<file path="config.mk">
export PLATFORM = sky130hd
export DESIGN_NAME = jtag_dr_select
export DESIGN_NICKNAME = d
export VERILOG_FILES = /design/src/rtl/jtag_dr_pkg.sv /design/src/rtl/jtag_instr_decode.sv /design/src/rtl/jtag_scan_reg.sv /design/src/rtl/jtag_out_latch.sv /design/src/rtl/jtag_dr_select.sv
export SDC_FILE = /design/constraint.sdc
export NUM_CORES = 1
export LEC_CHECK = 0
export BUFFER_PORTS_ARGS = -buffer_cell sky130_fd_sc_hd__buf_4
export CORE_MARGIN = 2
export CORE_UTILIZATION = 34
export CTS_BUF_LIST = sky130_fd_sc_hd__clkbuf_4 sky130_fd_sc_hd__clkbuf_8
export CTS_CLUSTER_SIZE = 16
export DETAILED_ROUTE_END_ITERATION = 10
export PLACE_DENSITY = 0.51
export SLEW_MARGIN = 10
export SYNTH_ARGS = -nofsm -noshare
export SYNTH_HDL_FRONTEND = slang
export SYNTH_SLANG_ARGS = --single-unit
</file>
<file path="constraint.sdc">
create_clock -name tck -period 3.4 [get_ports tck]
set_input_delay 1.02 -clock tck [delete_from_list [all_inputs] [get_ports tck]]
set_output_delay 1.02 -clock tck [all_outputs]
set_load 0.005 [all_outputs]
</file>
<file path="src/rtl/jtag_dr_pkg.sv">
package jtag_dr_pkg;

  localparam int IR_W = 4;

  localparam logic [IR_W-1:0] OP_IDENT   = 4'h1;
  localparam logic [IR_W-1:0] OP_PRELOAD = 4'h2;
  localparam logic [IR_W-1:0] OP_DEVRST  = 4'hC;
  localparam logic [IR_W-1:0] OP_BYPASS  = 4'hF;

  typedef enum logic [1:0] {
    DR_BYPASS   = 2'd0,
    DR_BOUNDARY = 2'd1,
    DR_IDENT    = 2'd2,
    DR_DEVRST   = 2'd3
  } dr_sel_e;

  // Instruction decode; anything unlisted falls back to the bypass cell.
  function automatic dr_sel_e decode_op(input logic [IR_W-1:0] op);
    dr_sel_e r;
    case (op)
      OP_IDENT:   r = DR_IDENT;
      OP_PRELOAD: r = DR_BOUNDARY;
      OP_DEVRST:  r = DR_DEVRST;
      default:    r = DR_BYPASS;
    endcase
    return r;
  endfunction

endpackage

</file>
<file path="src/rtl/jtag_instr_decode.sv">
module jtag_instr_decode
  import jtag_dr_pkg::*;
(
  input  logic [IR_W-1:0] instr,
  output dr_sel_e         sel
);
  always_comb sel = decode_op(instr);
endmodule

</file>
<file path="src/rtl/jtag_scan_reg.sv">
module jtag_scan_reg #(
  parameter int W = 1
) (
  input  logic         tck,
  input  logic         tap_reset,
  input  logic         sel,
  input  logic         cap_evt,
  input  logic         shift_evt,
  input  logic         tdi,
  input  logic [W-1:0] cap_val,
  output logic [W-1:0] q
);
  // One shift step: every cell takes its upper neighbour, TDI enters at the top.
  function automatic logic [W-1:0] shift_step(input logic [W-1:0] cur, input logic din);
    logic [W-1:0] r;
    for (int i = 0; i < W - 1; i++) r[i] = cur[i+1];
    r[W-1] = din;
    return r;
  endfunction

  always_ff @(posedge tck or posedge tap_reset) begin
    if (tap_reset)            q <= '0;
    else if (sel && cap_evt)  q <= cap_val;
    else if (sel && shift_evt) q <= shift_step(q, tdi);
  end
endmodule

</file>
<file path="src/rtl/jtag_out_latch.sv">
module jtag_out_latch #(
  parameter int N = 8
) (
  input  logic         tck,
  input  logic         tap_reset,
  input  logic         upd_evt,
  input  logic [N-1:0] chain,
  output logic [N-1:0] q
);
  always_ff @(posedge tck or posedge tap_reset) begin
    if (tap_reset)    q <= '0;
    else if (upd_evt) q <= chain;
  end
endmodule

</file>
<file path="src/rtl/jtag_dr_select.sv">
module jtag_dr_select
  import jtag_dr_pkg::*;
#(
  parameter int              BSC_LEN  = 8,
  parameter int              ID_W     = 32,
  parameter logic [ID_W-1:0] ID_VALUE = 32'h4B1D_2E35
) (
  input  logic               tck,
  input  logic               tap_reset,
  input  logic               tdi,
  input  logic [IR_W-1:0]    instr,
  input  logic               capture_dr,
  input  logic               shift_dr,
  input  logic               update_dr,
  input  logic [BSC_LEN-1:0] pin_in,
  output logic [BSC_LEN-1:0] latch_out,
  output logic               tdo,
  output logic               dev_reset_req
);
  dr_sel_e sel;

  // Named events for the checker.
  logic sel_bypass, sel_bsc, sel_ident, sel_devrst;
  logic cap_evt, shift_evt, upd_bsc;

  logic               byp_q;
  logic               rst_q;
  logic [ID_W-1:0]    id_q;
  logic [BSC_LEN-1:0] bsc_q;

  jtag_instr_decode u_dec (.instr(instr), .sel(sel));

  assign sel_bypass = (sel == DR_BYPASS);
  assign sel_bsc    = (sel == DR_BOUNDARY);
  assign sel_ident  = (sel == DR_IDENT);
  assign sel_devrst = (sel == DR_DEVRST);

  assign cap_evt   = capture_dr;
  assign shift_evt = shift_dr & ~capture_dr;
  assign upd_bsc   = update_dr & sel_bsc;

  jtag_scan_reg #(.W(1)) u_bypass (
    .tck(tck), .tap_reset(tap_reset), .sel(sel_bypass),
    .cap_evt(cap_evt), .shift_evt(shift_evt), .tdi(tdi),
    .cap_val(1'b0), .q(byp_q)
  );

  jtag_scan_reg #(.W(ID_W)) u_ident (
    .tck(tck), .tap_reset(tap_reset), .sel(sel_ident),
    .cap_evt(cap_evt), .shift_evt(shift_evt), .tdi(tdi),
    .cap_val(ID_VALUE), .q(id_q)
  );

  jtag_scan_reg #(.W(BSC_LEN)) u_bsc (
    .tck(tck), .tap_reset(tap_reset), .sel(sel_bsc),
    .cap_evt(cap_evt), .shift_evt(shift_evt), .tdi(tdi),
    .cap_val(pin_in), .q(bsc_q)
  );

  // Reset cell: capture reloads its own value, so only shift changes it.
  jtag_scan_reg #(.W(1)) u_devrst (
    .tck(tck), .tap_reset(tap_reset), .sel(sel_devrst),
    .cap_evt(cap_evt), .shift_evt(shift_evt), .tdi(tdi),
    .cap_val(rst_q), .q(rst_q)
  );

  jtag_out_latch #(.N(BSC_LEN)) u_latch (
    .tck(tck), .tap_reset(tap_reset), .upd_evt(upd_bsc),
    .chain(bsc_q), .q(latch_out)
  );

  assign dev_reset_req = rst_q;

  always_comb begin
    case (sel)
      DR_IDENT:    tdo = id_q[0];
      DR_BOUNDARY: tdo = bsc_q[0];
      DR_DEVRST:   tdo = rst_q;
      default:     tdo = byp_q;
    endcase
  end
endmodule

</file>
==> flow_metrics.tcl, run 1 <==
set metrics [dict create \
    status "completed" \
    syn_area_mm2 0.00214 \
    maxCapViolCount 0 \
    worst_pin_slew_ns 1.03 \
    num_vias 1569 \
    r2r-end "u_bsc.q[3]$_DFFE_PP0P_" \
    fin_crit_sh 0.882 \
    path_common_cell "buf_4" \
    hpwl_um 2950 \
    ys_dominant_reg_cell "dfrtp_1" \
    portBuffers 27 \
    crit_cells 5 \
    cts.htree.levels 2 \
    nNetsFinal 220 \
    ys_ff_latch 50 \
    worstPathCellList "buf_4 > nor4b_2 > a211oi_1 > o32a_1 > buf_4" \
    grt_pass1_vias 1643 \
    ys_types 34 \
    critPathTopFamily "simple AND/OR/NAND/NOR gates" \
    dpl_cell_area_mm2 0.00240 \
    hold_ws_ns 0.495 \
    setup_viol 0 \
    antenna_cells 0 \
    ys_top_cells_by_area "dfrtp_1 58%, nand3_1 7.2%, a22o_1 6.5%, mux2_2 4.7%, o2bb2ai_1 3.3%" \
    cts_sinks 50 \
    syn_nets 195 \
    slew_viol_final 0 \
    clk_path_buf_depth 2 \
    cpPeakStageDelay_ns 0.40 \
    drive_gt1_frac 0.261 \
    final_cell_area_mm2 0.00251 \
    overflow 0 \
    cts_tree "built" \
    clkTransAtPathRegs_ns 0.09 \
    numCtsBuffers 5 \
    grt_antenna_before_repair 0 \
    skew_ns 0.00629 \
    grt_usage 0.146 \
    die_y_um 83.4 \
    grt_pass1_wl_um 8220 \
    ys_seq_area_frac 0.584 \
    required_ns 2.38 \
    drtIter0Drc 130 \
    multi_input_area_um2 825 \
    hold_violations 0 \
    hold_class "flop to flop" \
    cp-startpoint "instr[3]" \
    cp-end-kind "output pin" \
    min_period_ns 3.00 \
    synth-edff-count 0 \
    synth_top_area_cell "dfrtp_1" \
    fin_ws_ns 0.402 \
    drc_errors 0 \
    n_fill_cell 582 \
    antenna_left 0 \
    fin_tns_setup_ns 0 \
    gp_congestion 0.777 \
    power.density_mw_per_mm2 568 \
    r2r_cells 2 \
    max_freq_ghz 0.334 \
    p_leak_uw 0.00113 \
    clk_latency_ns 0.30 \
    seq_area_mm2 0.00125 \
    area_growth_pct 17.3 \
    die_x_um 83.4 \
    crit_path_end "tdo" \
    async_flop_share 1.00 \
    slew_headroom 0.310 \
    ys_warn_count 0 \
    ctsHoldBuffers 0 \
    crit-reg2reg-launch "u_bsc.q[4]$_DFFE_PP0P_" \
    syn_avg_cell_area_um2 12.1 \
    fin_util 0.419 \
    synth_top_area_frac 0.584 \
    post_cts_buffers 0 \
    vdd_ir_drop_max_uv 228 \
    path_max_fanout 7 \
    wl_per_cell_um 17.0 \
    critPathLaunchType "input pin" \
    r2r_setup_slack_ns 2.59 \
    syn_inst 177 \
    grt_max_degree 51 \
    worst-path-buf-inv 2 \
    dp_slack_ns 0.411 \
    slowest_stage "nor4b_2" \
    wl_um 4730 \
    crit_type "input pin to output pin" \
    die-area_mm2 0.00695 \
    initial_core_util 0.357 \
    cts-root-buf "clkbuf_8" \
    cts_resized 0 \
    rsz0062_at_grt "no" \
    synth_common_cells "50 x dfrtp_1, 31 x nand3_1, 16 x a22o_1, 11 x o21ai_0, 9 x mux2_2" \
    yosysMostFrequentCell "dfrtp_1" \
    crit_arrival_ns 1.98 \
    drt_pre_antenna_iters 4 \
    core-area_mm2 0.00599 \
    ios 28 \
    fp-row-count 28 \
    vias_per_cell 5.64 \
]
==> sequential cells by signal (all words and copies together), names as in the netlist <==
name / count
u_bypass.q: 1
u_devrst.q: 1
u_ident.q: 32
u_latch.q: 8
u_bsc.q: 8
==> power by group <==
group / internal [uW] / switching [uW]
logic: 136 / 103
registers: 711 / 68.6
clock network: 217 / 190
total: 1060 / 362
==> final cells by class <==
| type | count | share of cell area |
|---|---|---|
| clock inverter | 3 | 0.0159 |
| inverter | 2 | 0.00299 |
| clock buffer | 5 | 0.0274 |
| tap | 75 | 0.0374 |
| sequential | 50 | 0.498 |
| timing repair buffer | 30 | 0.0897 |
| multi-input combinational | 113 | 0.328 |
==> worst reg2reg max path, delay by kind of cell (launching register included) <==
family	cells	cell delay, ns
AOI/OAI and AO/OA	2	0.29
DFF	1	0.41
==> cells in the final DEF (no fill, tap or decap), types with 2 or more instances in the layout <==
master,instances
nand2_1,3
nand3_1,31
a21oi_1,2
a22oi_1,8
nor2_1,2
clkbuf_8,5
a22o_1,16
o21ai_1,5
o21ai_0,11
dfrtp_1,50
o2bb2ai_1,8
buf_4,30
clkinv_2,2
mux2_2,9
==> metal layers <==
layer	wire length, um	track usage	up-vias	part of all wire
li1	-	-	725	-
met1	2250	0.197	801	0.48
met2	2260	0.230	37	0.48
met3	141	0.0268	6	0.030
met4	69	0.0611	0	0.015
met5	0	0	-	0
==> kinds of logic after synthesis <==
kind of cell / count (synthesis) / share of synthesized area
buffers and inverters: 14 / 0.0304
AND/OR/NAND/NOR: 47 / 0.141
XOR/XNOR: 1 / 0.00409
flip-flops: 50 / 0.584
multiplexers: 9 / 0.0473
AO/OA/AOI/OAI: 56 / 0.193
==> how the worst min path moves through the flow <==
stage                              start                         to  slack (ns)  depth (start not counted)
2_1_floorplan  u_ident.q[12]$_DFFE_PP0P_  u_ident.q[12]$_DFFE_PP0P_        0.47                          1
3_3_place_gp   u_ident.q[13]$_DFFE_PP0P_  u_ident.q[12]$_DFFE_PP0P_        0.48                          1
3_5_place_dp   u_ident.q[13]$_DFFE_PP0P_  u_ident.q[12]$_DFFE_PP0P_        0.48                          1
4_1_cts        u_ident.q[13]$_DFFE_PP0P_  u_ident.q[12]$_DFFE_PP0P_        0.50                          1
5_1_grt        u_ident.q[31]$_DFFE_PP0P_  u_ident.q[31]$_DFFE_PP0P_        0.52                          1
6_report       u_ident.q[13]$_DFFE_PP0P_  u_ident.q[12]$_DFFE_PP0P_        0.49                          1
==> metrics by stage <==
step	std cells	power, uW
2_1_floorplan	177	920
6_report	278	1430
5_1_grt	278	1510
3_5_place_dp	270	1030
4_1_cts	278	1440
3_3_place_gp	270	1020
(Power assumes the default switching activity.)
==> run 2, diff against run 1 <==
--- a/config.mk
+++ b/config.mk
@@ -7,11 +7,11 @@
 export LEC_CHECK = 0
 export BUFFER_PORTS_ARGS = -buffer_cell sky130_fd_sc_hd__buf_4
 export CORE_MARGIN = 2
-export CORE_UTILIZATION = 34
-export CTS_BUF_LIST = sky130_fd_sc_hd__clkbuf_4 sky130_fd_sc_hd__clkbuf_8
+export CORE_UTILIZATION = 59
+export CTS_BUF_LIST = sky130_fd_sc_hd__clkbuf_4
 export CTS_CLUSTER_SIZE = 16
 export DETAILED_ROUTE_END_ITERATION = 10
-export PLACE_DENSITY = 0.51
+export PLACE_DENSITY = 0.8
 export SLEW_MARGIN = 10
 export SYNTH_ARGS = -nofsm -noshare
 export SYNTH_HDL_FRONTEND = slang
==> constraint.sdc (replaced) <==
create_clock -name tck -period 3.35 [get_ports tck]
set_input_delay 1.005 -clock tck [delete_from_list [all_inputs] [get_ports tck]]
set_output_delay 1.005 -clock tck [all_outputs]
set_load 0.005 [all_outputs]
==> flow_metrics.tcl, run 2 (synthesis results as in run 1) <==
set metrics [dict create \
    final_cell_mix "50 x dfrtp_1, 31 x nand3_1, 29 x buf_4, 16 x a22o_1, 11 x o21ai_0" \
    die-area_mm2 0.00413 \
    grt_pass1_vias 1599 \
    die_y_um 64.2 \
    p_leak_uw 0.00109 \
    fin_util 0.703 \
    num_vias 1587 \
    fin_tns_setup_ns 0 \
    grt_usage 0.238 \
    portBuffers 27 \
    dpl_cell_area_mm2 0.00236 \
    antenna_cells 0 \
    slew_headroom 0.334 \
    drc_errors 0 \
    ios 28 \
    crit_type "input pin to output pin" \
    power.density_mw_per_mm2 533 \
    status "completed" \
    path_max_fanout 8 \
    skew_ns 0.00860 \
    required_ns 2.34 \
    clk_path_buf_depth 2 \
    r2r_cells 2 \
    maxCapViolCount 0 \
    ctsHoldBuffers 0 \
    grt_max_degree 51 \
    grt_pass1_wl_um 7560 \
    area_growth_pct 12.1 \
    antenna_left 0 \
    drive_gt1_frac 0.245 \
    drtIter0Drc 143 \
    rsz0062_at_grt "no" \
    cts_tree "built" \
    vdd_ir_drop_max_uv 265 \
    reg_top3 "u_ident.q: 32 flops, u_bsc.q: 8 flops, u_latch.q: 8 flops" \
    grt_antenna_before_repair 0 \
    fin_crit_sh 0.904 \
    clk_latency_ns 0.35 \
    drt_pre_antenna_iters 4 \
    gp_congestion 0.792 \
    cts_sinks 50 \
    wl_per_cell_um 17.7 \
    cts-root-buf "clkbuf_4" \
    cp-end-kind "output pin" \
    overflow 0 \
    vias_per_cell 6.45 \
    wl_um 4360 \
    regMostFlops "u_ident.q" \
    hold_depth 1 \
    core-area_mm2 0.00342 \
    slew_viol_final 0 \
    max_freq_ghz 0.330 \
    largest_reg_flops 32 \
    setup_viol 0 \
    cts.htree.levels 2 \
    clkTransAtPathRegs_ns 0.13 \
    min_period_ns 3.03 \
    initial_core_util 0.627 \
    worst_pin_slew_ns 0.997 \
    post_cts_buffers 0 \
    hpwl_um 2870 \
    cts_resized 0 \
    final_cell_area_mm2 0.00240 \
    hold_violations 0 \
    final_common_cell "dfrtp_1" \
    nNetsFinal 219 \
    die_x_um 64.2 \
    hold_class "flop to flop" \
    critPathLaunchType "input pin" \
    numCtsBuffers 5 \
    fp-row-count 21 \
    crit_arrival_ns 2.02 \
]
## run 2: cell count changes in the layout (fill, tap and decap cells not counted)
cell       before  now
bufinv_16       1    0
buf_4          30   29
clkinv_2        2    0
clkinv_1        0    1
clkbuf_8        5    0
clkbuf_4        0    5
## run 2: path summary, 6_finish.rpt
path                                            from                         to  slack [ns]
setup / recovery                            instr[1]                        tdo        0.32
hold / removal             u_ident.q[29]$_DFFE_PP0P_  u_ident.q[28]$_DFFE_PP0P_        0.51
setup reg to reg              u_bsc.q[1]$_DFFE_PP0P_     u_bsc.q[0]$_DFFE_PP0P_        2.53
hold reg to reg            u_ident.q[29]$_DFFE_PP0P_  u_ident.q[28]$_DFFE_PP0P_        0.51
max in group asynchronous                  tap_reset   u_latch.q[1]$_DFFE_PP0P_        1.86
min in group asynchronous                  tap_reset   u_latch.q[4]$_DFFE_PP0P_        0.88
## run 2: worst max-delay path: stages
cell and delay, ns:
buf_4 0.14, and4bb_2 0.28, a211oi_1 0.29, o32a_1 0.21
buf_4 0.10
## run 2: layer usage
layer / track usage / wire (um)
met5: 0 / 0
met1: 0.327 / 1880
met4: 0.109 / 109
met3: 0.0493 / 205
met2: 0.367 / 2170
## run 2: where the power goes
part	total [uW]	switching (uW)	internal, uW	leakage, uW
combinational	244	107	137	0.000434
clock	246	174	72.2	0.0000246
sequential	789	68.0	721	0.000630
## run 2: stage by stage
stage | total power (uW) | hold slack [ns] | setup WS (ns) | cells
floorplan | 934 | 0.465 | 0.458 | 177
global placement | 1030 | 0.475 | 0.457 | 240
detailed placement | 1050 | 0.481 | 0.340 | 240
CTS | 1280 | 0.515 | 0.333 | 246
global route | 1350 | 0.537 | 0.274 | 246
finish | 1280 | 0.510 | 0.321 | 246
## run 2: layout make-up
cell class	instances	area, um^2
flip-flops and latches	50	1250
multi-input cells	113	825
repair buffers	29	218
fillers	251	1020
clock buffers	5	37.5
clock inverters	1	3.75
inverters	2	7.51
well taps	46	57.6
==> run 3, diff against run 2 <==
--- a/config.mk
+++ b/config.mk
@@ -7,11 +7,11 @@
 export LEC_CHECK = 0
 export BUFFER_PORTS_ARGS = -buffer_cell sky130_fd_sc_hd__buf_4
 export CORE_MARGIN = 2
-export CORE_UTILIZATION = 59
-export CTS_BUF_LIST = sky130_fd_sc_hd__clkbuf_4
+export CORE_UTILIZATION = 56
+export CTS_BUF_LIST = sky130_fd_sc_hd__clkbuf_16
 export CTS_CLUSTER_SIZE = 16
 export DETAILED_ROUTE_END_ITERATION = 10
-export PLACE_DENSITY = 0.8
+export PLACE_DENSITY = 0.86
 export SLEW_MARGIN = 10
 export SYNTH_ARGS = -nofsm -noshare
 export SYNTH_HDL_FRONTEND = slang
==> flow_metrics.tcl, run 3 (synthesis results as in run 1) <==
set metrics [dict create \
    die-area_mm2 0.00433 \
    die_x_um 65.8 \
    p_sw_frac 0.259 \
    n_fill_cell 259 \
    wl_um 4600 \
    num_vias 1623 \
    min_period_ns 3.01 \
    maxCapViolCount 0 \
    hold_violations 0 \
    post_cts_buffers 0 \
    slew_viol_final 0 \
    setup_viol 0 \
    gp_congestion 0.757 \
    max_freq_ghz 0.332 \
    skew_ns 0.00574 \
    status "completed" \
    fp-row-count 22 \
    drive_gt1_frac 0.257 \
    crit_arrival_ns 2.01 \
    antenna_cells 0 \
    portBuffers 27 \
    critPathLaunchType "input pin" \
    antenna_left 0 \
    nNetsFinal 219 \
    cts_resized 0 \
    clkTransAtPathRegs_ns 0.07 \
    final_cell_mix "50 x dfrtp_1, 31 x nand3_1, 29 x buf_4, 16 x a22o_1, 11 x o21ai_0" \
    wl_per_cell_um 18.4 \
    final_common_cell "dfrtp_1" \
    clk_path_buf_depth 2 \
    path_max_fanout 7 \
    drtIter0Drc 88 \
    ios 28 \
    intPower_uw 1140 \
    overflow 0 \
    drc_errors 0 \
    fin_tns_setup_ns 0 \
    cts_tree "built" \
    cts.htree.levels 2 \
    core-area_mm2 0.00366 \
    grt_max_degree 51 \
    p_leak_uw 0.00113 \
    initial_core_util 0.585 \
    pwr-share-seq 0.520 \
    power.density_mw_per_mm2 611 \
    clock_power_share 0.320 \
    slew_headroom 0.329 \
    fin_crit_sh 0.900 \
    die_y_um 65.8 \
    worst_pin_slew_ns 1.01 \
    drt_pre_antenna_iters 4 \
    vias_per_cell 6.49 \
    rsz0062_at_grt "no" \
    cp-end-kind "output pin" \
    p_sw_uw 396 \
    hpwl_um 2920 \
    cts_sinks 50 \
    area_growth_pct 17.1 \
    hold_class "flop to flop" \
    cts-root-buf "clkbuf_16" \
    grt_pass1_vias 1622 \
    share_comb_of_total_power 0.160 \
    regMostFlops "u_ident.q" \
    grt_pass1_wl_um 7820 \
    grt_usage 0.237 \
    required_ns 2.34 \
    reg_top3 "u_ident.q: 32 flops, u_bsc.q: 8 flops, u_latch.q: 8 flops" \
    clk_latency_ns 0.29 \
    final_cell_area_mm2 0.00251 \
    largest_reg_flops 32 \
    vdd_ir_drop_max_uv 292 \
    dpl_cell_area_mm2 0.00236 \
    numCtsBuffers 5 \
    crit_type "input pin to output pin" \
    grt_antenna_before_repair 0 \
    ctsHoldBuffers 0 \
]
==> run 3: changes by cell type in the layout (fill, tap and decap cells not counted) <==
cell / before / now
clkinv_2: 0 / 1
clkinv_1: 1 / 0
clkinvlp_4: 0 / 1
clkbuf_16: 0 / 5
clkinv_4: 0 / 1
clkbuf_4: 5 / 0
==> run 3: through the flow <==
stage / util / power, uW / hold slack (ns) / setup slack, ns / std cells
6_report: 0.685 / 1530 / 0.497 / 0.336 / 250
5_1_grt: 0.685 / 1610 / 0.517 / 0.305 / 250
4_1_cts: 0.685 / 1540 / 0.498 / 0.352 / 250
3_5_place_dp: 0.645 / 1050 / 0.483 / 0.359 / 242
3_3_place_gp: 0.645 / 1030 / 0.478 / 0.457 / 242
2_1_floorplan: - / 934 / 0.465 / 0.458 / 177
==> run 3: critical path, stage by stage <==
cell and delay [ns]:
buf_4 0.14, and4bb_2 0.27, a211oi_1 0.26, o32a_1 0.21, buf_4 0.11
==> run 3: path summary, 6_finish.rpt <==
| check | from | end | slack (ns) | cells past startpoint |
|---|---|---|---|---|
| worst max-delay path | instr[2] | tdo | 0.34 | 5 |
| worst min-delay path | u_ident.q[24]$_DFFE_PP0P_ | u_ident.q[23]$_DFFE_PP0P_ | 0.50 | 1 |
| worst max register to register | u_bsc.q[6]$_DFFE_PP0P_ | u_bsc.q[5]$_DFFE_PP0P_ | 2.53 | 2 |
| worst min register to register | u_ident.q[24]$_DFFE_PP0P_ | u_ident.q[23]$_DFFE_PP0P_ | 0.50 | 1 |
| max in group asynchronous | tap_reset | u_ident.q[28]$_DFFE_PP0P_ | 1.77 | 2 |
| min in group asynchronous | tap_reset | u_latch.q[5]$_DFFE_PP0P_ | 0.97 | 2 |
==> run 3: area by class of cell <==
type | instances | area [um^2] | area share
multi-input cells | 113 | 825 | 0.329
clock buffers | 5 | 125 | 0.0499
flip-flops and latches | 50 | 1250 | 0.499
well taps | 48 | 60.1 | 0.0240
inverters | 2 | 7.51 | 0.00299
repair buffers | 29 | 218 | 0.0868
clock inverters | 3 | 21.3 | 0.00848
==> run 3: power groups by stage <==
| stage | clock (uW) | combinational (uW) | sequential [uW] |
|---|---|---|---|
| global route | 523 | 271 | 811 |
| finish | 490 | 245 | 798 |
| detailed placement | 0 | 243 | 805 |
| global placement | 0 | 231 | 794 |
| floorplan | 0 | 150 | 784 |
| CTS | 500 | 248 | 796 |
==> run 3: layer usage <==
| metal | up-vias | global-route usage | share of wire |
|---|---|---|---|
| li1 | 725 | - | - |
| met1 | 812 | 0.322 | 0.42 |
| met2 | 75 | 0.379 | 0.50 |
| met3 | 11 | 0.0545 | 0.058 |
| met4 | 0 | 0.0755 | 0.019 |
| met5 | - | 0 | 0 |
